<file path="src/rtl/sptrig_pkg.sv">
package sptrig_pkg;
  typedef enum logic [2:0] {
    CMP_GT  = 3'd0,
    CMP_LT  = 3'd1,
    CMP_GE  = 3'd2,
    CMP_LE  = 3'd3,
    CMP_EQ  = 3'd4,
    CMP_NE  = 3'd5,
    CMP_IN  = 3'd6,
    CMP_OUT = 3'd7
  } cmp_e;

  typedef enum logic [1:0] {
    GATE_AND  = 2'd0,
    GATE_OR   = 2'd1,
    GATE_XOR  = 2'd2,
    GATE_AND3 = 2'd3
  } gate_e;

  typedef enum logic [1:0] {
    SRC_GATE  = 2'd0,
    SRC_UPPER = 2'd1,
    SRC_LOWER = 2'd2,
    SRC_GATE3 = 2'd3
  } src_e;
endpackage

</file>
<file path="src/rtl/sptrig_cond_unit.sv">
module sptrig_cond_unit
  import sptrig_pkg::*;
#(
  parameter int W     = 8,
  parameter int THR_W = 32
) (
  input  logic             clk,
  input  logic             rst_n,
  input  logic [W-1:0]     value,
  input  logic [W-1:0]     pat,
  input  logic [W-1:0]     mask,
  input  logic             mag_en,
  input  logic [2:0]       cmp,
  input  logic [THR_W-1:0] thr_a,
  input  logic [THR_W-1:0] thr_b,
  input  logic             inv,
  output logic             hit
);
  // THR_W must exceed W: thresholds are reduced modulo 2^W
  localparam logic [THR_W-1:0] WRAP_MSK = (THR_W'(1) << W) - THR_W'(1);

  logic [THR_W-1:0] vz, a_w, b_w;
  logic pat_hit, mag_hit, in_rng;

  always_comb begin
    vz      = THR_W'(value);
    a_w     = thr_a & WRAP_MSK;
    b_w     = thr_b & WRAP_MSK;
    pat_hit = ((value ^ pat) & mask) == '0;
    in_rng  = (vz >= a_w) && (vz <= b_w);
    unique case (cmp_e'(cmp))
      CMP_GT:  mag_hit = vz >  a_w;
      CMP_LT:  mag_hit = vz <  a_w;
      CMP_GE:  mag_hit = vz >= a_w;
      CMP_LE:  mag_hit = vz <= a_w;
      CMP_EQ:  mag_hit = vz == a_w;
      CMP_NE:  mag_hit = vz != a_w;
      CMP_IN:  mag_hit = in_rng;
      default: mag_hit = !in_rng;
    endcase
    hit = (mag_en ? mag_hit : pat_hit) ^ inv;
  end


  eq_hit_chk: assert property (@(posedge clk) disable iff (!rst_n)
    (mag_en && cmp == 3'd4 && !inv && hit) |-> (value == thr_a[W-1:0]));


  range_hit_chk: assert property (@(posedge clk) disable iff (!rst_n)
    (mag_en && cmp == 3'd6 && !inv && hit) |-> (value >= thr_a[W-1:0] && value <= thr_b[W-1:0]));
endmodule

</file>
<file path="src/rtl/sptrig_combiner.sv">
module sptrig_combiner
  import sptrig_pkg::*;
(
  input  logic       clk,
  input  logic       rst_n,
  input  logic       up_hit,
  input  logic       lo_hit,
  input  logic [1:0] gate_sel,
  input  logic       gate_inv,
  input  logic [1:0] src_sel,
  output logic       comb_hit
);
  logic gated;

  always_comb begin
    unique case (gate_e'(gate_sel))
      GATE_OR:  gated = up_hit | lo_hit;
      GATE_XOR: gated = up_hit ^ lo_hit;
      default:  gated = up_hit & lo_hit;
    endcase
    unique case (src_e'(src_sel))
      SRC_UPPER: comb_hit = up_hit;
      SRC_LOWER: comb_hit = lo_hit;
      default:   comb_hit = gated ^ gate_inv;
    endcase
  end


  and_gate_chk: assert property (@(posedge clk) disable iff (!rst_n)
    (src_sel == 2'd0 && gate_sel == 2'd0 && !gate_inv && comb_hit) |-> (up_hit && lo_hit));


  upper_alone_chk: assert property (@(posedge clk) disable iff (!rst_n)
    (src_sel == 2'd1) |-> (comb_hit == up_hit));
endmodule

</file>
<file path="src/rtl/split_trig_combiner.sv">
module split_trig_combiner #(
  parameter int BUS_W = 16,
  parameter int THR_W = 32
) (
  input  logic             clk,
  input  logic             rst_n,
  input  logic             in_valid,
  input  logic [BUS_W-1:0] trig_bus,
  input  logic             split_en,
  input  logic [BUS_W-1:0] pat_val,
  input  logic [BUS_W-1:0] pat_mask,
  input  logic             up_mag_en,
  input  logic [2:0]       up_cmp,
  input  logic [THR_W-1:0] up_thr_a,
  input  logic [THR_W-1:0] up_thr_b,
  input  logic             up_inv,
  input  logic             lo_mag_en,
  input  logic [2:0]       lo_cmp,
  input  logic [THR_W-1:0] lo_thr_a,
  input  logic [THR_W-1:0] lo_thr_b,
  input  logic             lo_inv,
  input  logic [1:0]       gate_sel,
  input  logic             gate_inv,
  input  logic [1:0]       src_sel,
  output logic             out_valid,
  output logic             trig_hit
);
  localparam int HALF_W = BUS_W / 2;
  localparam int NHALF  = 2;

  logic [NHALF-1:0]             h_mag, h_inv, h_hit;
  logic [NHALF-1:0][2:0]        h_cmp;
  logic [NHALF-1:0][THR_W-1:0]  h_ta, h_tb;

  assign h_mag = {up_mag_en, lo_mag_en};
  assign h_inv = {up_inv, lo_inv};
  assign h_cmp = {up_cmp, lo_cmp};
  assign h_ta  = {up_thr_a, lo_thr_a};
  assign h_tb  = {up_thr_b, lo_thr_b};

  for (genvar h = 0; h < NHALF; h++) begin : g_half
    sptrig_cond_unit #(.W(HALF_W), .THR_W(THR_W)) u_cond (
      .clk    (clk),
      .rst_n  (rst_n),
      .value  (trig_bus[h*HALF_W +: HALF_W]),
      .pat    (pat_val[h*HALF_W +: HALF_W]),
      .mask   (pat_mask[h*HALF_W +: HALF_W]),
      .mag_en (h_mag[h]),
      .cmp    (h_cmp[h]),
      .thr_a  (h_ta[h]),
      .thr_b  (h_tb[h]),
      .inv    (h_inv[h]),
      .hit    (h_hit[h])
    );
  end

  logic split_hit, full_hit, next_hit;

  sptrig_combiner u_comb (
    .clk      (clk),
    .rst_n    (rst_n),
    .up_hit   (h_hit[1]),
    .lo_hit   (h_hit[0]),
    .gate_sel (gate_sel),
    .gate_inv (gate_inv),
    .src_sel  (src_sel),
    .comb_hit (split_hit)
  );

  always_comb begin
    full_hit = ((trig_bus ^ pat_val) & pat_mask) == '0;
    next_hit = in_valid & (split_en ? split_hit : full_hit);
  end

  always_ff @(posedge clk) begin
    if (!rst_n) begin
      out_valid <= 1'b0;
      trig_hit  <= 1'b0;
    end else begin
      out_valid <= in_valid;
      trig_hit  <= next_hit;
    end
  end


  valid_follow_chk: assert property (@(posedge clk) disable iff (!rst_n)
    in_valid |=> out_valid);


  bubble_chk: assert property (@(posedge clk) disable iff (!rst_n)
    !in_valid |=> (!out_valid && !trig_hit));


  hit_qual_chk: assert property (@(posedge clk) disable iff (!rst_n)
    trig_hit |-> out_valid);


  full_mask_chk: assert property (@(posedge clk) disable iff (!rst_n)
    (in_valid && !split_en && pat_mask == '0) |=> trig_hit);
endmodule

</file>
<file path="config.mk">
export PLATFORM = sky130hd
export DESIGN_NAME = split_trig_combiner
export DESIGN_NICKNAME = d
export VERILOG_FILES = /design/src/rtl/sptrig_pkg.sv /design/src/rtl/sptrig_cond_unit.sv /design/src/rtl/sptrig_combiner.sv /design/src/rtl/split_trig_combiner.sv
export SDC_FILE = /design/constraint.sdc
export NUM_CORES = 1
export LEC_CHECK = 0
export BUFFER_PORTS_ARGS = -buffer_cell sky130_fd_sc_hd__buf_2
export CORE_UTILIZATION = 25
export CTS_CLUSTER_DIAMETER = 120
export DETAILED_ROUTE_END_ITERATION = 10
export HOLD_SLACK_MARGIN = 0.02
export SLEW_MARGIN = 10
export SYNTH_ARGS = -nofsm -noshare
export SYNTH_HDL_FRONTEND = slang
export SYNTH_HIERARCHICAL = 1
export SYNTH_SLANG_ARGS = --single-unit
export TNS_END_PERCENT = 30
</file>
<file path="constraint.sdc">
create_clock -name clk -period 3.62 [get_ports clk]
set_input_delay 0.362 -clock clk [delete_from_list [all_inputs] [get_ports clk]]
set_output_delay 0.362 -clock clk [all_outputs]
set_load 0.02 [all_outputs]
</file>
### Word level (Yosys, flattened, before mapping)

Index checks and enable logic that the tools add are counted.

| cells by class | value |
|---|---|
| order comparisons | 10 |
| multiplexer cells | 7 |
| bitwise gates (word level) | 13 |
| eq/ne operators | 20 |
| reductions and logical operators | 9 |

Operators by type and width:

| operator | count |
|---|---|
| $le 8x8->1 | 4 |
| $eq 3x3->1 const B | 6 |
| $and 16x16->16 | 1 |
| $and 8x8->8 | 2 |
| $eq 8x8->1 | 2 |
| $ge 8x8->1 | 2 |
| $gt 8x8->1 | 2 |
| $logic_not 16->1 | 1 |
| $logic_not 8->1 | 2 |
| $lt 8x8->1 | 2 |
| $ne 8x8->1 | 2 |
| $xor 16x16->16 | 1 |
| $xor 8x8->8 | 2 |
| $pmux 1 s7 | 2 |
| $eq 3x2->1 const B | 4 |
| $eq 3x1->1 const B | 2 |
| $logic_not 3->1 | 2 |
| $eq 2x1->1 const B | 2 |
| $eq 2x2->1 const B | 2 |
| $pmux 1 s2 | 2 |
| $xor 1x1->1 | 4 |
| $mux 1 | 3 |
| $and 1x1->1 | 2 |
| $logic_and 1x1->1 | 2 |
| 2 further kinds | 3 |

| storage, ports and cells | value |
|---|---|
| logic and storage cells | 61 |
| input bits | 195 |
| output and inout port bits | 2 |
| register bits | 2 |

### Depth between registers and ports, before layout

| logic depth | value |
|---|---|
| depth in word-level cells | 12 |
| depth in mapped cells | 15 |
| depth with buffers taken out | 15 |

### Hierarchy

The synthesis kept the hierarchy.

By module, submodules not included:

| module | area an instance (um2) | instances | cells each |
|---|---|---|---|
| sptrig_cond_unit | 635.6 | 2 | 85 |
| split_trig_combiner | 286.5 | 1 | 32 |
| sptrig_combiner | 175.2 | 1 | 23 |

### Worst setup path after synthesis

OpenSTA, ideal clock, no wires.

| path | value |
|---|---|
| kind | in2reg |
| from | input trig_bus[8] |
| to | register trig_hit |
| arrival | 2.856 ns |
| buffers on the path | 0 |
| setup time | 0.073 ns |
| stages on the path | 15 |
| setup slack | 0.691 ns |
| path through | inv_1 -> ha_1 -> or3b_1 -> o2111ai_1 -> a21oi_1 -> o2111a_1 -> o41ai_2 -> xor2_1 -> inv_1 -> ha_1 -> nand2_1 -> a21oi_1 -> nor3b_2 -> nand2_1 -> o22ai_2 |

| between the ends | value |
|---|---|
| cells in the longest elaborated chain, start to end | 12 |
| elaborated cells between the ends (all ways) | 26 |
| classes of those cells | order compare (5); eq/ne (2); mux (5); bitwise (10); reduce/logical (4) |

RTL lines:

| what | line | RTL |
|---|---|---|
| from (decl) | split_trig_combiner.sv:8 | `input logic [BUS_W-1:0] trig_bus,` |
| $ge 8x8->1 or $le 8x8->1 (tied branches) | sptrig_cond_unit.sv:30, sptrig_cond_unit.sv:34 |  |
| $logic_and 1x1->1 | sptrig_cond_unit.sv:30 | `in_rng = (vz >= a_w) && (vz <= b_w);` |
| $logic_not 1->1 | sptrig_cond_unit.sv:39 | `default: mag_hit = !in_rng;` |
| $pmux 1 s7 | sptrig_cond_unit.sv:31 | `unique case (cmp_e'(cmp))` |
| $mux 1 (*) | sptrig_cond_unit.sv:41 | `hit = (mag_en ? mag_hit : pat_hit) ^ inv;` |
| $xor 1x1->1 (*) | sptrig_cond_unit.sv:41 |  |
| via h_hit[1] | split_trig_combiner.sv:31 | `logic [NHALF-1:0] h_mag, h_inv, h_hit;` |
| $and 1x1->1 (tied with other cells) | sptrig_combiner.sv:19 | `default: gated = up_hit & lo_hit;` |
| $pmux 1 s2 | sptrig_combiner.sv:16 | `unique case (gate_e'(gate_sel))` |
| $xor 1x1->1 | sptrig_combiner.sv:24 | `default: comb_hit = gated ^ gate_inv;` |
| $pmux 1 s2 (*) | sptrig_combiner.sv:21 | `unique case (src_e'(src_sel))` |
| via split_hit | split_trig_combiner.sv:57 | `logic split_hit, full_hit, next_hit;` |
| $mux 1 (*) | split_trig_combiner.sv:72 | `next_hit = in_valid & (split_en ? split_hit : full_hit);` |
| $and 1x1->1 (*) | split_trig_combiner.sv:72 |  |
| to (signal assigned) | split_trig_combiner.sv:81 | `trig_hit <= next_hit;` |
| to (decl) | split_trig_combiner.sv:26 | `output logic trig_hit` |

Mark *: on every way through the listed nets, which the timed path passes. The rest lies on a longest branch.
A chain may end at the register's enable or synchronous reset.

### Worst setup path after layout

Same ends and word-level chain as after synthesis.

==> impl_metrics.json <==
{
  "cts_root_buf": "clkbuf_8",
  "place_inst": 402,
  "place_ws_ns": 0.254,
  "arrival_ns": 3.33,
  "clkSinkCount": 2,
  "start_util_pct": 26.5,
  "rows": 29,
  "synth-seq-cells": 2,
  "rsz0062_at_grt": "false",
  "timing.hold.ws_ns": 0.446,
  "drtIter0Drc": 35,
  "syn_to_final_growth_pct": 36.8,
  "min_path_cells": 3,
  "min_from": "in_valid",
  "core_area_mm2": 0.00653,
  "fp.dieH_um": 85.3,
  "start_kind": "input port",
  "min_to": "out_valid",
  "cts_tree": "yes",
  "drv_cap": 0,
  "design_area_mm2": 0.00237,
  "die_x_um": 85.3,
  "final.setup.tns_ns": 0,
  "finalSetupViolCount": 0,
  "nNetsFinal": 563,
  "syn_inst": 225,
  "vdd_drop_max_mv": 0.0794,
  "nFillCells": 706,
  "ant_nets": 0,
  "grt_max_degree": 6,
  "route.detailed.vias_per_inst": 4.80,
  "p_leak_nw": 1.34,
  "critPathCaptureType": "flip-flop",
  "grt_pass1_wl_um": 8670,
  "syn_area_mm2": 0.00173,
  "placedInstanceArea_mm2": 0.00233,
  "multi_input_area_mm2": 0.00153,
  "clock.fmax_ghz": 0.313,
  "vias": 1943,
  "cts-resized-gates": 0,
  "pin_count": 197,
  "yosysUniqueCellTypes": 39,
  "status": "complete, no violations",
  "ys_warn_count": 6,
  "synth-seq-area-share_pct": 2.31,
  "layout-drive-gt1-share_pct": 34.1,
  "layout_commonest_cell": "buf_2",
  "pwr_density_cell_mw_per_mm2": 158,
  "period_needed_ns": 3.20,
  "final_cells": 405,
  "htree_num_levels": 1,
  "final_cell_mix": "buf_2, inv_1, ha_1",
  "cts_inserted_buffers": 3,
  "worst_pin_slew_ns": 0.455,
  "relSlewSlack_pct": 69.7,
  "wirelength_um": 5250,
  "wl_per_cell_um": 13.0,
  "antennaDiodeCount": 0,
  "grt_overflow_total": 0,
  "place_hpwl_um": 4830,
  "clk_pin_slew_ns": 0.03,
  "dieArea_mm2": 0.00727,
  "ctsHoldBuffers": 0,
  "port_buffers": 100,
  "track_usage_pct": 14.5,
  "grt_antenna_before_repair": 0,
  "crit_type": "input port to flip-flop",
  "dr.pass1.iters": 4,
  "min_period_over_period_pct": 88.3,
  "fin_ws_ns": 0.423,
  "clock_path_buffers": 2,
  "post_synth.cell_area_avg_um2": 7.70,
  "hold_violations": 0,
  "cp.required_ns": 3.75,
  "hold_path.class": "input port to flip-flop",
  "seq_area_um2": 40.0,
  "slew_violations": 0,
  "grt_pass1_vias": 1979,
  "post_cts_buffers": 0,
  "drc": 0,
  "synth_fp_nets": 458,
  "finalWeightedCongestion": 0.827,
  "path_max_fanout": 3
}
-- where the power goes --
group	switching, mW	total [mW]	internal, mW	leakage (nW)
logic	0.137	0.264	0.127	1.30
clock network	0.0158	0.0860	0.0701	0.0216
registers	0.000224	0.0236	0.0234	0.0165
total	0.153	0.373	0.221	1.34
-- cells in the mapped netlist (all sizes together) --
cell type,count,area [um2]
inv,43,161
ha,38,475
xor2,34,298
a21oi,17,85.1
nand2,7,26.3
nand4,7,43.8
nor2,7,26.3
a22oi,6,45.0
nand3,6,30.0
mux2i,4,40.0
o21ai,4,20.0
o41ai,4,50.1
a221o,3,30.0
a221oi,3,32.5
a222oi,3,30.0
a22o,3,26.3
nand2b,3,18.8
a21boi,2,15.0
a21o,2,15.0
and3,2,12.5
and4,2,17.5
dfxtp,2,40.0
nor2b,2,12.5
nor3,2,10.0
o2111a,2,22.5
o2111ai,2,17.5
o211a,2,20.0
o211ai,2,15.0
o31ai,2,15.0
or2,2,12.5
or3b,2,17.5
a211oi,1,7.51
nand3b,1,7.51
nand4bb,1,11.3
nor3b,1,12.5
o22ai,1,12.5
-- kinds of logic after synthesis --
| kind of cell | synth area share (%) |
|---|---|
| AOI/OAI and AO/OA | 26.5 |
| and+or+nand+nor | 14.9 |
| buffers and inverters | 9.31 |
| adders and majority gates | 27.4 |
| xor gates and xnor gates | 17.2 |
| muxes | 2.31 |
| DFF | 2.31 |
-- worst max path at each step --
stage          slack (ns)  cells after the start  endpoint    startpoint
6_report             0.42                     16  trig_hit   trig_bus[8]
5_1_grt              0.16                     15  trig_hit  trig_bus[13]
4_1_cts              0.46                     16  trig_hit   trig_bus[8]
3_5_place_dp         0.25                     16  trig_hit   trig_bus[8]
3_3_place_gp         0.28                     16  trig_hit   trig_bus[8]
2_1_floorplan        0.69                     15  trig_hit   trig_bus[8]
-- layer usage --
layer,up-vias,global-route usage (%),routed length [um]
li1,1029,-,-
met1,853,19.4,2510
met3,2,1.65,282
met2,59,25.9,2450
met5,-,0,0
met4,0,1.82,10
-- flip-flops by register name, summed over array words and instances (netlist names) --
name	flops
out_valid	1
trig_hit	1
-- area by class of cell --
type | count | share of cell area (%)
repair buffers | 100 | 21.1
flip-flops and latches | 2 | 1.69
multi-input cells | 180 | 64.6
inverters | 43 | 6.81
well taps | 77 | 4.06
clock buffers | 3 | 1.74
-- worst max-delay path, cell delays in order --
cell and delay [ns]:
buf_2 0.12, inv_1 0.07, ha_1 0.30, or3b_1 0.37, o2111ai_1 0.12, a21oi_1 0.10, o2111a_1 0.25, o41ai_2 0.41
xor2_1 0.30, inv_1 0.08, ha_1 0.29, nand2_1 0.09, a21oi_1 0.08, nor3b_2 0.17, nand2_1 0.08, o22ai_2 0.15
-- per-stage QoR --
step	power [mW]	util, %
2_1_floorplan	0.175	-
3_3_place_gp	0.281	35.7
3_5_place_dp	0.288	35.7
4_1_cts	0.378	36.3
5_1_grt	0.416	36.3
6_report	0.373	36.3
Note: power is estimated with default switching activity, not from simulation.
